[src/rtl/mul_shift_add_pkg.sv]
package mul_shift_add_pkg;

    typedef enum logic [0:0] {
        ST_IDLE = 1'b0,
        ST_RUN  = 1'b1
    } mul_state_e;

endpackage

[src/rtl/mul_wide_adder.sv]
module mul_wide_adder #(
    parameter int N = 64
) (
    input  logic [N-1:0] addend_a,
    input  logic [N-1:0] addend_b,
    output logic [N-1:0] sum
);

    always_comb begin
        sum = addend_a + addend_b;
    end

endmodule

[src/rtl/mul_ctrl.sv]
module mul_ctrl
    import mul_shift_add_pkg::*;
#(
    parameter int W = 32
) (
    input  logic clk,
    input  logic rst_n,
    input  logic start,
    output logic load,
    output logic step,
    output logic busy,
    output logic done
);

    localparam int CNT_W = $clog2(W + 1);
    localparam logic [CNT_W-1:0] LAST_STEP = CNT_W'(W - 1);

    typedef struct packed {
        mul_state_e       state;
        logic [CNT_W-1:0] cnt;
        logic             done;
    } ctrl_regs_t;

    ctrl_regs_t cur_q;
    ctrl_regs_t nxt_d;

    always_comb begin
        nxt_d      = cur_q;
        nxt_d.done = 1'b0;
        load       = 1'b0;
        step       = 1'b0;
        unique case (cur_q.state)
            ST_IDLE: begin
                if (start) begin
                    load        = 1'b1;
                    nxt_d.state = ST_RUN;
                    nxt_d.cnt   = '0;
                end
            end
            ST_RUN: begin
                step      = 1'b1;
                nxt_d.cnt = cur_q.cnt + CNT_W'(1);
                if (cur_q.cnt == LAST_STEP) begin
                    nxt_d.state = ST_IDLE;
                    nxt_d.done  = 1'b1;
                end
            end
            default: nxt_d.state = ST_IDLE;
        endcase
    end

    always_ff @(posedge clk or negedge rst_n) begin
        if (!rst_n) begin
            cur_q.state <= ST_IDLE;
            cur_q.cnt   <= '0;
            cur_q.done  <= 1'b0;
        end else begin
            cur_q <= nxt_d;
        end
    end

    assign busy = (cur_q.state == ST_RUN);
    assign done = cur_q.done;

endmodule

[src/rtl/mul_datapath.sv]
module mul_datapath #(
    parameter int W = 32
) (
    input  logic           clk,
    input  logic           rst_n,
    input  logic           load,
    input  logic           step,
    input  logic [W-1:0]   op_a,
    input  logic [W-1:0]   op_b,
    output logic [2*W-1:0] product
);

    localparam int PW = 2 * W;

    typedef struct packed {
        logic [PW-1:0] mcand;
        logic [W-1:0]  mplier;
        logic [PW-1:0] acc;
    } dp_regs_t;

    dp_regs_t      cur_q;
    dp_regs_t      nxt_d;
    logic [PW-1:0] sum_w;

    mul_wide_adder #(.N(PW)) adder_i (
        .addend_a (cur_q.acc),
        .addend_b (cur_q.mcand),
        .sum      (sum_w)
    );

    always_comb begin
        nxt_d = cur_q;
        if (load) begin
            nxt_d.mcand  = {{W{1'b0}}, op_a};
            nxt_d.mplier = op_b;
            nxt_d.acc    = '0;
        end else if (step) begin
            if (cur_q.mplier[0]) begin
                nxt_d.acc = sum_w;
            end
            nxt_d.mcand  = {cur_q.mcand[PW-2:0], 1'b0};
            nxt_d.mplier = {1'b0, cur_q.mplier[W-1:1]};
        end
    end

    always_ff @(posedge clk or negedge rst_n) begin
        if (!rst_n) begin
            cur_q <= '0;
        end else begin
            cur_q <= nxt_d;
        end
    end

    assign product = cur_q.acc;

endmodule

[src/rtl/mul_shift_add.sv]
module mul_shift_add #(
    parameter int W = 32
) (
    input  logic           clk,
    input  logic           rst_n,
    input  logic           start,
    input  logic [W-1:0]   op_a,
    input  logic [W-1:0]   op_b,
    output logic           busy,
    output logic           done,
    output logic [2*W-1:0] product
);

    logic load_w;
    logic step_w;

    mul_ctrl #(.W(W)) ctrl_i (
        .clk   (clk),
        .rst_n (rst_n),
        .start (start),
        .load  (load_w),
        .step  (step_w),
        .busy  (busy),
        .done  (done)
    );

    mul_datapath #(.W(W)) dp_i (
        .clk     (clk),
        .rst_n   (rst_n),
        .load    (load_w),
        .step    (step_w),
        .op_a    (op_a),
        .op_b    (op_b),
        .product (product)
    );

endmodule

[config.mk]
export PLATFORM = sky130hd
export DESIGN_NAME = mul_shift_add
export DESIGN_NICKNAME = d
export VERILOG_FILES = /design/src/rtl/mul_shift_add_pkg.sv /design/src/rtl/mul_wide_adder.sv /design/src/rtl/mul_ctrl.sv /design/src/rtl/mul_datapath.sv /design/src/rtl/mul_shift_add.sv
export SDC_FILE = /design/constraint.sdc
export NUM_CORES = 1
export LEC_CHECK = 0
export ABC_AREA = 1
export BUFFER_PORTS_ARGS = -buffer_cell sky130_fd_sc_hd__clkbuf_2
export CAP_MARGIN = 10
export CORE_MARGIN = 3
export CORE_UTILIZATION = 25
export CTS_CLUSTER_DIAMETER = 50
export CTS_CLUSTER_SIZE = 14
export DETAILED_ROUTE_END_ITERATION = 7
export SYNTH_ARGS = -nofsm -noshare
export SYNTH_HDL_FRONTEND = slang
export SYNTH_SLANG_ARGS = --single-unit
export TNS_END_PERCENT = 100
[constraint.sdc]
create_clock -name clk -period 2.35 [get_ports clk]
set_clock_uncertainty 0.05 [all_clocks]
set_input_delay 0.5875 -clock clk [delete_from_list [all_inputs] [get_ports clk]]
set_output_delay 0.5875 -clock clk [all_outputs]
set_load 0.05 [all_outputs]
Yosys cells after proc, flatten, opt, wreduce, memory -nomap -nowiden

Cells that the tools add are included.

Register bits: 168
Bits of input ports: 67
Output and inout port bits: 66

Add/sub/neg operators: 2
Eq/ne operators: 2
Muxes and demuxes: 11
Bitwise gates (word level): 1
Reduce and logical (&&, ||, !) cells: 3

Operators by type and width:

| cell                                                                   | number |
|---|---|
| 160-bit two-way mux                                                    | 2 |
| 64-bit adder                                                           | 1 |
| 64-bit two-way mux                                                     | 1 |
| 7-bit one-hot mux with 2 select lines                                  | 1 |
| 7-bit two-way mux                                                      | 1 |
| 6-bit by 1-bit adder with 6-bit output (second input constant)         | 1 |
| 6-bit by 5-bit equality test with 1-bit output (second input constant) | 1 |
| 1-bit two-way mux                                                      | 6 |
| 2-bit nonzero test                                                     | 2 |
| 2-bit != test (second input constant)                                  | 1 |
| 2-bit AND reduction                                                    | 1 |
| 1-bit NOT                                                              | 1 |

Depth between registers and ports, before layout

Word-level depth: 4
Depth in mapped cells: 16
Depth with buffers taken out: 16

Modules after synthesis

From an unflattened synthesis, not the netlist that was laid out.

Cell total of the unflattened synthesis: 2176
Area total of the unflattened synthesis: 13760.7 µm²

Modules (own cells, without submodules):

| module         | instances | cells an instance | area an instance (µm²) | sequential area each (µm²) |
|---|---|---|---|---|
| mul_datapath   | 1         | 844               | 7359.6                 | 4003.8 |
| mul_wide_adder | 1         | 1285              | 5984.5                 | 0.0 |
| mul_ctrl       | 1         | 47                | 416.6                  | 200.2 |

Least setup slack after synthesis

No wires, ideal clock.

Path kind: register to register
Start point: register dp_i.cur_q (netlist bit dp_i.product[0])
End point: register dp_i.cur_q (netlist bit dp_i.product[32])
Setup time: 0.121 ns
Arrival time: 1.806 ns
Data required time: 2.179 ns
Path slack: 0.373 ns
Cell stages (with the launch flop): 16
Path buffers: 0
Period minus slack after synthesis: 1.977 ns
Cell sequence: dfrtp_1 -> ha_1 -> inv_1 -> fa_1 -> inv_1 -> nand3_1 -> nand3_1 -> nand2_1 -> nand2_1 -> nand2_1 -> nand2_1 -> nand3_1 -> nand2_1 -> nand2_1 -> nand2_1 -> o21ai_1

Longest elaborated chain between the ends: 4

RTL lines:

| element                  | RTL line             | RTL |
|---|---|---|
| start: declaration       | mul_datapath.sv:21   | `dp_regs_t cur_q;` |
| start signal: assignment | mul_datapath.sv:50   | `cur_q <= nxt_d;` |
| 64-bit adder             | mul_wide_adder.sv:10 | `sum = addend_a + addend_b;` |
| 64-bit two-way mux       | mul_datapath.sv:38   | `if (cur_q.mplier[0]) begin` |
| 160-bit two-way mux      | mul_datapath.sv:37   | `end else if (step) begin` |
| 160-bit two-way mux      | mul_datapath.sv:33   | `if (load) begin` |

No other way between the ends. The select of a mux whose other input is x is not followed.
A chain may end at the register's enable or synchronous reset.

Worst setup path after layout

Start point: register dp_i.cur_q[108] (netlist name)
End point: register dp_i.cur_q (netlist bit dp_i.product[45])

The elaborated chain is that of the path after synthesis.

==> key figures <==
GRT
  – Largest net degree at the start of global routing: 75
  – Aggregate global-route resource usage: 15.70%
  – Initial antenna violation count: 0
  – First-pass GRT wire length: 66.21 mm
  – GRT Residual Overflow: 0
  – Vias in the first global route: 11910

Synthesis
  – Ys Warns: 0
  – Primary FF master, synth: dfrtp_1
  – Multiplexer area fraction after synthesis: 0%
  – Synth Instances: 2045
  – Post-Syn Area: 13010 um^2
  – Synth Register Bits: 168
  – Syn_area_per_cell: 6.363 um^2
  – Net Count, Synth: 2177
  – Post-synthesis cell type count: 46
  – Synth Area in Simple Gates: 35.70%
  – Register area share after synthesis: 32.31%
  – Main combinational cell family by area after synthesis: simple AND/OR/NAND/NOR gates
  – Ys async rst share: 100.0%
  – Synth Area in XOR/XNOR: 0.1346%
  – Synth Area in Compound Gates: 8.933%
  – Adder-cell share of the synthesized area: 6.308%
  – Number of synthesized flops with an enable pin: 0

Detailed routing
  – Final ANT Viol Nets: 0
  – Final wirelength: 42.36 mm
  – 1st-pass router iterations: 5
  – Vias: 12410
  – DR DRC count: 0
  – First DRT Iteration DRCs: 938
  – DR vias/cell: 4.377
  – Routed WL per cell: 14.94 um

Floorplanning
  – Die Height: 234.1 um
  – Row count: 82
  – Starting Density: 25.62%
  – Core outline area: 50790 um^2
  – Number of I/O pins: 133
  – Die area: 54820 um^2
  – Die Wd: 234.1 um

Min path
  – Worst Hold Class: input port to asynchronous set/reset pin

Placed design
  – RePlAce Congestion: 0.9303
  – Port bufs: 132
  – Post-DP HPWL: 34.02 mm
  – Place WS: 0.01876 ns

Worst setup path
  – Worst-path cell chain: ha_2 > nand2_2 > nor2_2 > and2_1 > nand2_1 > nand2_2 > nand2_2 > nand2_4 > nand2_2 > nand2_1 > nand2_1 > nand3_1 > nand2_1
  – Worst path top cell family by delay: simple AND/OR/NAND/NOR gates
  – CP required: 2.65 ns
  – Slowest stage delay, CP: 0.44 ns
  – Slowest CP cell: dfrtp_1
  – CP endpoint kind: register
  – Critical path peak fanout: 5
  – Worst path arrival time: 2.56 ns
  – CP Class: register to register
  – Crit start category: register
  – Crit path buffers/inverters: 0

Layout
  – N_diodes: 0
  – NumNets Final: 2282
  – Storage element area: 4204 um^2
  – Filler cells: 5612
  – Layout area overhead: 16.08%
  – Layout cells sized above 1: 16.41%
  – Multi-input logic area: 6830 um^2

Flow run
  – Max_cap viols: 0

Power
  – VDD IR max: 0.6159 mV
  – Power Dens Cells: 1281 nW/um^2
  – Leakage: 8.517 nW
  – Total Power: 0.01935 W

Clock network
  – CTS tree: built
  – Post-CTS Setup Bufs: 0
  – CTS Buf Count: 17
  – Worst-path clk slew: 0.07 ns
  – CTS Root Buffer Type: clkbuf_16
  – Longest Clk Path Bufs: 2
  – # H-tree levels: 4
  – Clock network latency to the later pin of the worst-skew pair: 0.47 ns
  – CTS sink cnt: 168

Outcome
  – Status: finished, final reports clean

Timing
  – Setup_tns: 0 ns
  – Final min period: 2.262 ns
  – Peak Freq: 442.1 MHz
  – Slew @ Worst Pin: 0.7502 ns
  – Setup WS post-layout: 0.08815 ns
  – WHS: 0.04068 ns
  – Tcrit/Tclk final: 96.25%
  – Endpoints failing setup: 0
  – Slew HR: 49.98%
  – Max-slew violations: 0
  – Fin. Hold Viols: 0
[sequential cells by signal (all words and copies together) (netlist names)]
register and cells:
ctrl_i.done 1, dp_i.cur_q 96, ctrl_i.cur_q 6, ctrl_i.busy 1, dp_i.product 64
[synthesized netlist by cell type (all sizes together) (12+ instances only)]
master | instances | share of area, %
o221ai | 17 | 1.1
nor2 | 127 | 4.3
o211ai | 19 | 1.1
a21oi | 59 | 2.3
o22ai | 30 | 1.4
a22oi | 12 | 0.69
buf | 88 | 4.6
inv | 396 | 11
ha | 64 | 6.2
clkbuf | 17 | 0.49
nand2 | 865 | 26
nand3 | 94 | 4.0
o21ai | 44 | 1.7
dfrtp | 168 | 32
[layer usage]
metal | GRT usage (%) | routed length, um | vias up
li1 | - | - | 6401
met1 | 21.56 | 19910 | 5654
met2 | 25.05 | 18940 | 315
met3 | 2.891 | 2700 | 40
met4 | 4.820 | 815 | 0
met5 | 0 | 0 | -
[kinds of logic (layout without fill, tap and decap cells)]
kind of cell,count (synthesis),in the layout
adders and majority gates,65,65
and+or+nand+nor,1116,1116
xor gates and xnor gates,2,2
AOI/OAI and AO/OA,190,190
DFF,168,168
buffers and inverters,504,622
[cells in the final DEF, fill, tap and decap left out, types with 17 or more instances in the layout]
cell / n
a21oi_1: 54
nand2_1: 820
o211ai_1: 19
nand3_1: 82
dfrtp_1: 168
o221ai_1: 17
nor2_1: 95
clkbuf_2: 130
nand2_2: 41
buf_4: 54
nor2_2: 27
o22ai_1: 30
o21ai_0: 26
o21ai_1: 18
ha_1: 48
inv_1: 384
clkbuf_16: 17
[timing repair]
item                                   4_1_cts  5_1_grt
resized for setup                            0       42
hold buffers                                 0        0
setup endpoints to repair                    0       25
endpoints found under the hold margin        0        0
[where the power goes]
part | total, W | switching, W | internal [W] | leakage, nW
Clock | 0.00272 | 0.00134 | 0.00138 | 0.270
Sequential | 0.00495 | 0.000931 | 0.00402 | 2.20
Combinational | 0.0117 | 0.00795 | 0.00373 | 6.05
[worst paths after layout]
| path | from | end | slack, ns | cells after the start |
|---|---|---|---|---|
| max | dp_i.cur_q[108]$_DFFE_PN0P_ | dp_i.product[45]$_DFFE_PN0P_ | 0.09 | 13 |
| min | rst_n | dp_i.product[38]$_DFFE_PN0P_ | 0.04 | 2 |
| max reg2reg | dp_i.cur_q[108]$_DFFE_PN0P_ | dp_i.product[45]$_DFFE_PN0P_ | 0.09 | 13 |
| min reg2reg | ctrl_i.cur_q[6]$_DFFE_PN0P_ | ctrl_i.done$_DFF_PN0_ | 0.42 | 1 |
| max in group asynchronous | rst_n | dp_i.cur_q[153]$_DFFE_PN0P_ | 1.71 | 2 |
| min in group clk | op_b[31] | dp_i.cur_q[95]$_DFFE_PN0P_ | 0.26 | 3 |
[through the flow]
step,area (um^2),cells,util (%)
after floorplan,13010,2045,-
after global placement,14380,2803,28.32
after detailed placement,14380,2803,28.32
after CTS,14930,2835,29.39
after global routing,15100,2835,29.74
final,15100,2835,29.74
[cell type report]
type | count | area share (%)
clock buffer | 19 | 2.866
clock inverter | 13 | 0.7372
inverter | 399 | 9.916
multi-input combinational | 1373 | 45.22
sequential | 168 | 27.83
tap | 672 | 5.567
timing repair buffer | 191 | 7.861
No activity file was read; power rests on OpenSTA's default activity.
